[config.mk]
export PLATFORM = sky130hd
export DESIGN_NAME = progBankMap
export DESIGN_NICKNAME = d
export VERILOG_FILES = /design/src/rtl/progBankPkg.sv /design/src/rtl/progBankCtrl.sv /design/src/rtl/progBankPath.sv /design/src/rtl/progBankMap.sv
export SDC_FILE = /design/constraint.sdc
export NUM_CORES = 1
export LEC_CHECK = 0
export ABC_AREA = 0
export BUFFER_PORTS_ARGS = -buffer_cell sky130_fd_sc_hd__buf_4
export CELL_PAD_IN_SITES_DETAIL_PLACEMENT = 0
export CELL_PAD_IN_SITES_GLOBAL_PLACEMENT = 2
export CORE_MARGIN = 3
export CORE_UTILIZATION = 28
export CTS_BUF_LIST = sky130_fd_sc_hd__clkbuf_8
export DETAILED_ROUTE_END_ITERATION = 10
export GPL_ROUTABILITY_DRIVEN = 0
export PLACE_DENSITY_LB_ADDON = 0.1
export SETUP_SLACK_MARGIN = 0.15
export SLEW_MARGIN = 20
export SYNTH_ARGS = -nofsm -noshare
export SYNTH_HDL_FRONTEND = slang
export SYNTH_SLANG_ARGS = --single-unit
export TNS_END_PERCENT = 20
[constraint.sdc]
create_clock -name clk -period 4.45 [get_ports clk]
set_input_delay 0.89 -clock clk [delete_from_list [all_inputs] [get_ports clk]]
set_output_delay 0.89 -clock clk [all_outputs]
set_load 0.02 [all_outputs]
[src/rtl/progBankPkg.sv]
package progBankPkg;

  localparam logic [1:0] MODE_OVERLAY = 2'b00;
  localparam logic [1:0] MODE_SPLIT   = 2'b01;

  typedef struct packed {
    logic       capture;
    logic       wipe;
    logic [1:0] mode;
  } bankStrobeT;

endpackage

[src/rtl/progBankCtrl.sv]
module progBankCtrl
  import progBankPkg::*;
(
  input  logic       clk,
  input  logic       porRst,
  input  logic       wdtRst,
  input  logic       swRst,
  input  logic [1:0] scBits,
  input  logic       wrEn,
  input  logic [1:0] wrData,
  input  logic       fetchValid,
  output bankStrobeT strobe
);

  logic [1:0] modeQ;
  logic [1:0] modeD;
  logic       anyRst;

  assign anyRst = porRst | wdtRst | swRst;

  // Reset-cause priority: power-on, then watchdog, then software, then write
  always_comb begin
    modeD = modeQ;
    if (porRst) begin
      modeD = ~scBits;
    end else if (wdtRst) begin
      modeD[1] = scBits[1] ? modeQ[1] : 1'b1;
      modeD[0] = ~scBits[0];
    end else if (swRst) begin
      modeD = {1'b1, ~scBits[0]};
    end else if (wrEn) begin
      modeD[0] = wrData[0];
    end
  end

  always_ff @(posedge clk) begin
    modeQ <= modeD;
  end

  always_comb begin
    strobe.capture = fetchValid & ~anyRst;
    strobe.wipe    = porRst;
    strobe.mode    = modeQ;
  end


  a_r4_por_load: assert property (@(posedge clk)
    porRst |=> modeQ == ~$past(scBits));


  a_r5_wdt_keep: assert property (@(posedge clk) disable iff (porRst)
    (wdtRst && scBits[1]) |=> (modeQ[1] == $past(modeQ[1])) && (modeQ[0] == ~$past(scBits[0])));


  a_r6_sw_load: assert property (@(posedge clk) disable iff (porRst)
    (swRst && !wdtRst) |=> modeQ == {1'b1, ~$past(scBits[0])});


  a_r7_wr_bit0: assert property (@(posedge clk) disable iff (porRst)
    (wrEn && !wdtRst && !swRst) |=> (modeQ[0] == $past(wrData[0])) && $stable(modeQ[1]));


  a_r7_bit1_ignored: assert property (@(posedge clk) disable iff (porRst)
    (wrEn && !anyRst && (wrData[1] != modeQ[1])) |=> modeQ[1] == $past(modeQ[1]));

endmodule

[src/rtl/progBankPath.sv]
module progBankPath
  import progBankPkg::*;
#(
  parameter int unsigned ADDR_W      = 16,
  parameter int unsigned SPLIT_BASE  = 'h8000,
  parameter int unsigned HIGH_BASE   = 'hE000,
  parameter int unsigned OVERLAY_TOP = 'h2000
) (
  input  logic              clk,
  input  bankStrobeT        strobe,
  input  logic [ADDR_W-1:0] fetchAddr,
  output logic              mapValid,
  output logic              bankSel,
  output logic [ADDR_W-1:0] physAddr,
  output logic              unmapped
);

  localparam logic [ADDR_W-1:0] splitLim = ADDR_W'(SPLIT_BASE);
  localparam logic [ADDR_W-1:0] highBase = ADDR_W'(HIGH_BASE);
  localparam logic [ADDR_W-1:0] ovlLim   = ADDR_W'(OVERLAY_TOP);

  logic              bankD;
  logic              unmD;
  logic [ADDR_W-1:0] physD;

  always_comb begin
    bankD = 1'b0;
    unmD  = 1'b0;
    physD = fetchAddr;
    case (strobe.mode)
      MODE_OVERLAY: begin
        if (fetchAddr < ovlLim) bankD = 1'b1;
      end
      MODE_SPLIT: begin
        if (fetchAddr >= highBase) begin
          bankD = 1'b1;
          physD = fetchAddr - highBase;
        end else if (fetchAddr >= splitLim) begin
          unmD = 1'b1;
        end
      end
      default: begin
        if (fetchAddr >= splitLim) unmD = 1'b1;
      end
    endcase
  end

  always_ff @(posedge clk) begin
    if (strobe.wipe) begin
      mapValid <= 1'b0;
      bankSel  <= 1'b0;
      physAddr <= '0;
      unmapped <= 1'b0;
    end else begin
      mapValid <= strobe.capture;
      if (strobe.capture) begin
        bankSel  <= bankD;
        physAddr <= physD;
        unmapped <= unmD;
      end
    end
  end


  a_r1_no_bank1: assert property (@(posedge clk) disable iff (strobe.wipe)
    (strobe.capture && strobe.mode[1]) |=> (mapValid && !bankSel));


  a_r2_high_offset: assert property (@(posedge clk) disable iff (strobe.wipe)
    (strobe.capture && strobe.mode == MODE_SPLIT && fetchAddr >= highBase)
      |=> (bankSel && !unmapped && physAddr == $past(fetchAddr) - highBase));


  a_r8_valid_follows: assert property (@(posedge clk) disable iff (strobe.wipe)
    !strobe.capture |=> !mapValid);


  a_r10_hold: assert property (@(posedge clk) disable iff (strobe.wipe)
    !strobe.capture |=> ($stable(bankSel) && $stable(physAddr) && $stable(unmapped)));

endmodule

[src/rtl/progBankMap.sv]
module progBankMap
  import progBankPkg::*;
#(
  parameter int unsigned ADDR_W      = 16,
  parameter int unsigned SPLIT_BASE  = 'h8000,
  parameter int unsigned HIGH_BASE   = 'hE000,
  parameter int unsigned OVERLAY_TOP = 'h2000
) (
  input  logic              clk,
  input  logic              porRst,
  input  logic              wdtRst,
  input  logic              swRst,
  input  logic [1:0]        scBits,
  input  logic              wrEn,
  input  logic [1:0]        wrData,
  input  logic              fetchValid,
  input  logic [ADDR_W-1:0] fetchAddr,
  output logic              mapValid,
  output logic              bankSel,
  output logic [ADDR_W-1:0] physAddr,
  output logic              unmapped
);

  bankStrobeT strobe;

  progBankCtrl u_ctrl (
    .clk        (clk),
    .porRst     (porRst),
    .wdtRst     (wdtRst),
    .swRst      (swRst),
    .scBits     (scBits),
    .wrEn       (wrEn),
    .wrData     (wrData),
    .fetchValid (fetchValid),
    .strobe     (strobe)
  );

  progBankPath #(
    .ADDR_W      (ADDR_W),
    .SPLIT_BASE  (SPLIT_BASE),
    .HIGH_BASE   (HIGH_BASE),
    .OVERLAY_TOP (OVERLAY_TOP)
  ) u_path (
    .clk       (clk),
    .strobe    (strobe),
    .fetchAddr (fetchAddr),
    .mapValid  (mapValid),
    .bankSel   (bankSel),
    .physAddr  (physAddr),
    .unmapped  (unmapped)
  );

endmodule

After elaboration in Yosys (flattened, before gate mapping):

Cells that the tools add are included.

* bits in registers: 21
* bits in latches: 0
* memory bits (writable): 0
* memory bits (read-only): 0
* input bits: 26
* output and inout port bits: 19
* word-level logic and storage cells: 36
* memories kept: 0

* add/subtract/negate cells: 1
* multiply operators: 0
* divide/modulo/power cells: 0
* magnitude comparators: 3
* equal/unequal tests: 2
* shift operators: 0
* muxes and demuxes: 14
* bitwise logic cells: 6
* reductions and logical operators: 4

Operators with widths (count)
* $ge 16x16->1 const B: 2
* $mux 16: 2
* $lt 16x14->1 const B: 1
* $sub 16x16->16 const B: 1
* $mux 1: 8
* $mux 2: 2
* $pmux 1 s2: 2
* $reduce_bool 4->1: 1
* $ne 3x3->1 const B: 1
* $reduce_bool 3->1: 1
* $eq 2x1->1 const B: 1
* $logic_not 2->1: 1
* $not 1->1: 2
* $not 2->2: 1
* $or 1x1->1: 2
* $reduce_and 2->1: 1
* $and 1x1->1: 1

Depth between registers and ports, before layout:

Gate-level depths: netlist of run 1.

* word-level depth: 4
* gate-level depth with buffers: 7
* gate-level depth less buffers: 5

Modules after synthesis:

A second synthesis of run 1 with hierarchy kept.

* cell total of the unflattened synthesis: 103
* area total of the unflattened synthesis: 987.2 um^2

Modules (own cells, without submodules)
* progBankPath: instances 1, cells each 90, area each 860.8 um^2, seq. area each 380.4 um^2
* progBankCtrl: instances 1, cells each 13, area each 126.4 um^2, seq. area each 60.1 um^2

Worst setup path after synthesis of run 1:

OpenSTA, ideal clock, no wires.

* path kind: in2reg
* from: input swRst
* to: register u_path.bankSel
* setup time: 0.116 ns
* arrival time: 2.034 ns
* required time: 4.334 ns
* path slack: 2.301 ns
* stages: 6
* path buffers: 1
* path through: or4b_1 > buf_6 > inv_4 > nor2_1 > a22o_1 > a31o_1

* word-level cells in the longest chain between the ends: 3

Ends and longest elaborated chain
* from (decl): line progBankMap.sv:12 `input logic swRst,`
* $or 1x1->1: line progBankCtrl.sv:19 `assign anyRst = porRst | wdtRst | swRst;`
* $not 1->1: line progBankCtrl.sv:41 `strobe.capture = fetchValid & ~anyRst;`
* $and 1x1->1: line progBankCtrl.sv:41
* to (signal assigned): line progBankPath.sv:57 `bankSel <= bankD;`
* to (decl): line progBankPath.sv:13 `output logic bankSel,`

Every way passes these cells.
A chain may end at the register's enable or synchronous reset.

Worst setup path after layout of run 1:

* from: input porRst
* to: register u_path.bankSel

* word-level cells in the longest chain between the ends: 4

Ends and longest elaborated chain
* from (decl): line progBankMap.sv:10 `input logic porRst,`
* $or 1x1->1 (2 in a row): line progBankCtrl.sv:19
* $not 1->1: line progBankCtrl.sv:41
* $and 1x1->1: line progBankCtrl.sv:41

Parallel ways exist; a longest one is shown, timed or not.

==> metrics.txt, run 1 <==
min-delay worst type=register to register; Port Buffers=43; GR Overflow Total=0; Static Leak=0.5722 nW; first-pass GRT wire length=4.064 mm; Antenna Violating Nets Remaining=0; placed cells=193; Core Box Area=3153 sq um; Longest Clk Path Bufs=2; Tcrit/Tclk final=58.55%; post-route cell area=1334 sq um; CTS H-tree lvls=1; CP Max Fanout=21; RSZ-0062 raised after global routing=no; Max Cap Viol=0; Filler Cell Count=351; number of flops mapped to enable cells by yosys=2; Yosys cell types=32; critical path class=input pin to register; initial DRC count=21; initial antenna violation count=0; clk sinks=21; minimum clock period=2.606 ns; peak supply drop=0.1866 mV; CTS tree=built; WP data required=4.61 ns; root buffer cell=clkbuf_8; Slowest-stage cell, CP=or4b_1; Synth-to-Final Area Change=39.16%; synthesized netlist cell count=112; crit path DAT=2.77 ns; Skew-Pair Late Insertion Delay=0.26 ns; CP delay by family, top=simple AND/OR/NAND/NOR gates; DP Area=1287 sq um; worst-margin pin slew=0.7017 ns; Initial Util=30.40%; n_diodes=0; nets@finish=182; relative max-transition margin=53.22%; sum of negative setup slack=0 ns; Die Span Y=64.51 um; DP Wirelength=1.813 mm; DRC=0; register area share after synthesis=45.95%; FP Rows=20; Slew Limit Fails=0; vias per std cell=4.599; GRT Util Overall=12.54%; final setup violation count=0; Largest stage delay, worst path=0.83 ns; die width=64.51 um; status=finished clean; TritonCTS buffer count=3; Worst Skew=0.01257 ns; Yosys reg bits=21; hold_buf cts=0; Mapped Avg Cell Area=8.557 sq um; crit end category=register; WL/cell=12.21 um; vias in the first global route=896; Ports=45; share of cells above drive strength 1=33.33%; Syn. warnings=0; Top FF cell, synth=dfxtp_1; DIE AREA=4161 sq um; Net Count, Synth=140; final wirelength=2.406 mm; Hold Fails Final Rpt=0; fmax=0.3838 GHz; post-CTS setup buffer count=0; PwrDens=281.8 nW/um^2; worst path cell trace=buf_4 -> or4b_1 -> inv_4 -> nor2_1 -> a22o_1 -> a31o_1; largest net degree at the start of global routing=22; cell area after synthesis=958.4 sq um; Via Count=906; register clock-pin slew on the reported worst setup and hold paths=0.08 ns; asr flop ratio synth=0%; CP bufs+invs=2; multi-input logic area=455.4 sq um; fin cells=197; Resize count post-CTS=0; FF/Latch Area=440.4 sq um; Pre-antenna DRT Iters=4; Startpoint Class=input pin
## worst min-delay path: cells and delay by family, from the launching register on
kind             cells  cell delay [ns]
AO/OA/AOI/OAI        1             0.05
AND/OR/NAND/NOR      1             0.05
flip-flops           1             0.31
## final timing paths
check | from | endpoint | slack [ns] | cells past startpoint
setup / recovery | porRst | u_path.bankSel$_SDFFE_PP0P_ | 1.84 | 6
hold / removal | u_path.physAddr[3]$_SDFFE_PP0P_ | u_path.physAddr[3]$_SDFFE_PP0P_ | 0.46 | 2
setup reg to reg | u_ctrl.modeQ[1]$_SDFFCE_PN1P_ | u_path.physAddr[13]$_SDFFE_PP0P_ | 3.31 | 3
hold reg to reg | u_path.physAddr[3]$_SDFFE_PP0P_ | u_path.physAddr[3]$_SDFFE_PP0P_ | 0.46 | 2
## power breakdown
group | internal [mW] | switching [mW] | leakage (nW)
Sequential | 0.197 | 0.00376 | 0.174
Combinational | 0.0255 | 0.0262 | 0.373
Clock | 0.0623 | 0.0615 | 0.0255
Total | 0.284 | 0.0914 | 0.572
## cell families after synthesis
group	after synthesis	synth area share, %
fa+ha+maj	2	2.611
flops	21	45.95
compound gates	23	16.45
buf+inv	9	6.527
simple gates	57	28.46
## synth_stat cells (3+ instances only)
cell type	count	share of area, %
a21oi_1	13	6.8
clkbuf_1	3	1.2
dfxtp_1	19	40
nand2_1	35	14
nand2b_1	3	2.0
nand3_1	3	1.6
nor4_1	3	2.0
## sequential cells by signal, indices dropped and copies added (netlist names)
name	flops
u_ctrl.modeQ	2
u_path.bankSel	1
u_path.mapValid	1
u_path.physAddr	16
u_path.unmapped	1
## cell usage in the layout (no fill, tap or decap), drive strengths merged, types with 2 or more instances in the layout
| cell type | netlist | final |
|---|---|---|
| ha | 2 | 2 |
| a21oi | 13 | 13 |
| clkbuf | 3 | 3 |
| buf | 3 | 43 |
| nor4 | 3 | 3 |
| nor3 | 2 | 2 |
| o21ai | 2 | 2 |
| inv | 3 | 3 |
| nand2b | 3 | 3 |
| edfxtp | 2 | 2 |
| dfxtp | 19 | 19 |
| nand2 | 36 | 36 |
| nor2 | 2 | 2 |
| nand3 | 3 | 3 |
| a221oi | 2 | 2 |
## metrics by stage
step / hold slack, ns / worst slack [ns] / power (mW) / util [%]
floorplan: 0.5313 / 2.301 / 0.2277 / -
global placement: 0.4435 / 1.520 / 0.2565 / 40.83
detailed placement: 0.4488 / 1.518 / 0.2574 / 40.83
CTS: 0.4607 / 1.801 / 0.3817 / 42.30
global route: 0.4905 / 1.724 / 0.3989 / 42.30
finish: 0.4556 / 1.844 / 0.3759 / 42.30
## layer usage
metal	global-route usage, %	wire, um
met1	15.23	1104
met2	21.26	1143
met3	4.159	139
met4	3.166	19
met5	0	0
## final cells by class
cell class | instances | area share (%)
Clock inverter | 1 | 0.3752
Clock buffer | 3 | 3.096
Multi-Input combinational cell | 82 | 34.15
Tap cell | 44 | 4.128
Timing Repair Buffer | 43 | 24.20
Inverter | 3 | 1.032
Sequential cell | 21 | 33.02
Power figures use the tool's default switching activity.
==> run 2: changes to the inputs <==
Settings changed: CORE_UTILIZATION 28 to 23.
Clock period 4.45 ns to 2.1 ns, I/O delays scaled along.
==> run 2 against run 1 <==
  * Clock skew is 0.012 ns lower
  * First-iteration DRC count is 29% lower
  * Die area is 20% higher
  * Via count is 4.7% higher
  * Largest power group unchanged
  * Sequential share of layout area is 1.3 points lower
  * Total power is 120% higher
  * Utilization is 6.0 points lower
  * Highest routed layer unchanged
  * Wire length is 7.9% higher
  * Critical path depth stayed put
  * Sequential cell count stayed put
==> metrics.txt, run 2 (same netlist as run 1, synthesis figures left out) <==
Synth-to-Final Area Change=44.91%; Hold Fails Final Rpt=0; placed cells=202; Core Box Area=3826 sq um; GRT Util Overall=10.56%; Antenna Violating Nets Remaining=0; Port Buffers=43; Resize count post-CTS=0; share of total power in sequential cells=51.6%; initial DRC count=15; critical path class=input pin to register; Filler Cell Count=426; Max Cap Viol=0; DIE AREA=4977 sq um; worst path cell trace=buf_4 -> or4b_1 -> inv_4 -> nor2_1 -> a22o_1 -> a31o_1; min-delay worst type=input pin to register; die width=70.55 um; peak supply drop=0.2526 mV; share of cells above drive strength 1=35.44%; Die Span Y=70.55 um; Initial Util=25.05%; Worst Skew=0.0006647 ns; Setup Slack @ Placement=0.1239 ns; Startpoint Class=input pin; Longest Clk Path Bufs=2; post-route cell area=1389 sq um; status=finished clean; Tcrit/Tclk final=79.60%; biggest regs=u_path.physAddr: 16 flops, u_ctrl.modeQ: 2 flops; largest net degree at the start of global routing=21; hold_buf cts=0; Switch Pwr=0.2145 mW; worst setup margin=0.4284 ns; FP Rows=22; worst-margin pin slew=0.3887 ns; switching share of power=26.09%; Skew-Pair Late Insertion Delay=0.27 ns; Slowest-stage cell, CP=or4b_1; Slew Limit Fails=0; CP Max Fanout=6; first-pass GRT wire length=4.195 mm; WP data required=2.27 ns; flip-flop count of the largest register after layout=16; RSZ-0062 raised after global routing=no; fmax=0.5982 GHz; Ports=45; Pre-antenna DRT Iters=4; minimum clock period=1.672 ns; root buffer cell=clkbuf_8; clock share of power=34.3%; final setup violation count=0; PwrDens=592.0 nW/um^2; register clock-pin slew on the reported worst setup and hold paths=0.09 ns; commonest cells after routing, fill and taps aside=47 x buf_4, 35 x nand2_1, 19 x dfxtp_1; CTS tree=built; DP Area=1343 sq um; relative max-transition margin=73.85%; fin cells=206; DRC=0; CTS H-tree lvls=1; Pint=0.6077 mW; DP Wirelength=2.009 mm; TritonCTS buffer count=3; crit end category=register; GR Overflow Total=0; CP delay by family, top=simple AND/OR/NAND/NOR gates; crit path DAT=1.84 ns; CP bufs+invs=2; initial antenna violation count=0; Static Leak=0.5980 nW; vias per std cell=4.607; vias in the first global route=920; clk sinks=21; Largest Register=u_path.physAddr; sum of negative setup slack=0 ns; Largest stage delay, worst path=0.69 ns; WL/cell=12.60 um; Via Count=949; post-CTS setup buffer count=0; final wirelength=2.595 mm; Comb power frac=14.0%; nets@finish=187; n_diodes=0; most common cell after layout, fill and taps aside=buf_4
[run 2: cell types whose count changed in the layout (fill, tap and decap cells not counted)]
cell    before  now
buf_4       43   47
buf_12       0    1
[run 2: tightest hold or removal path: cells and delay by family]
| family | cells | cell delay [ns] |
|---|---|---|
| AO/OA/AOI/OAI | 1 | 0.05 |
| buffers and inverters | 1 | 0.11 |
| AND/OR/NAND/NOR | 1 | 0.05 |
[run 2: metrics by stage]
step | util, % | hold WS, ns | power, mW
CTS | 36.30 | 0.3942 | 0.8377
global placement | 35.09 | 0.4427 | 0.5504
floorplan | - | 0.5313 | 0.4826
global route | 36.30 | 0.3986 | 0.8551
finish | 36.30 | 0.3990 | 0.8221
detailed placement | 35.09 | 0.4484 | 0.5521
[run 2: cell type report]
class	instances	area (sq um)	area share, %
timing repair buffer	48	372.9	26.85
sequential	21	440.4	31.71
clock inverter	1	5.005	0.3604
clock buffer	3	41.29	2.973
tap	48	60.06	4.324
inverter	3	13.76	0.9910
multi-input combinational	82	455.4	32.79
[run 2: final timing paths]
kind	to	slack, ns	depth (start not counted)	from
worst max-delay path	u_path.bankSel$_SDFFE_PP0P_	0.43	6	swRst
worst min-delay path	u_path.physAddr[1]$_SDFFE_PP0P_	0.40	3	fetchAddr[1]
worst max register to register	u_path.physAddr[14]$_SDFFE_PP0P_	0.95	3	u_ctrl.modeQ[1]$_SDFFCE_PN1P_
worst min register to register	u_path.physAddr[10]$_SDFFE_PP0P_	0.46	2	u_path.physAddr[10]$_SDFFE_PP0P_
[run 2: per-layer routing]
layer	track usage, %	share of wire (%)	up-vias
li1	-	-	481
met1	12.53	44	428
met2	17.46	46	35
met3	3.125	7.9	5
met4	5.010	1.8	0
met5	0	0	-
[run 2: power groups by stage]
stage	clock (mW)	sequential, mW	combinational [mW]
final	0.282	0.424	0.115
after global routing	0.301	0.427	0.128
after CTS	0.295	0.425	0.118
after global placement	0	0.434	0.116
after floorplan	0	0.442	0.0406
after detailed placement	0	0.434	0.118
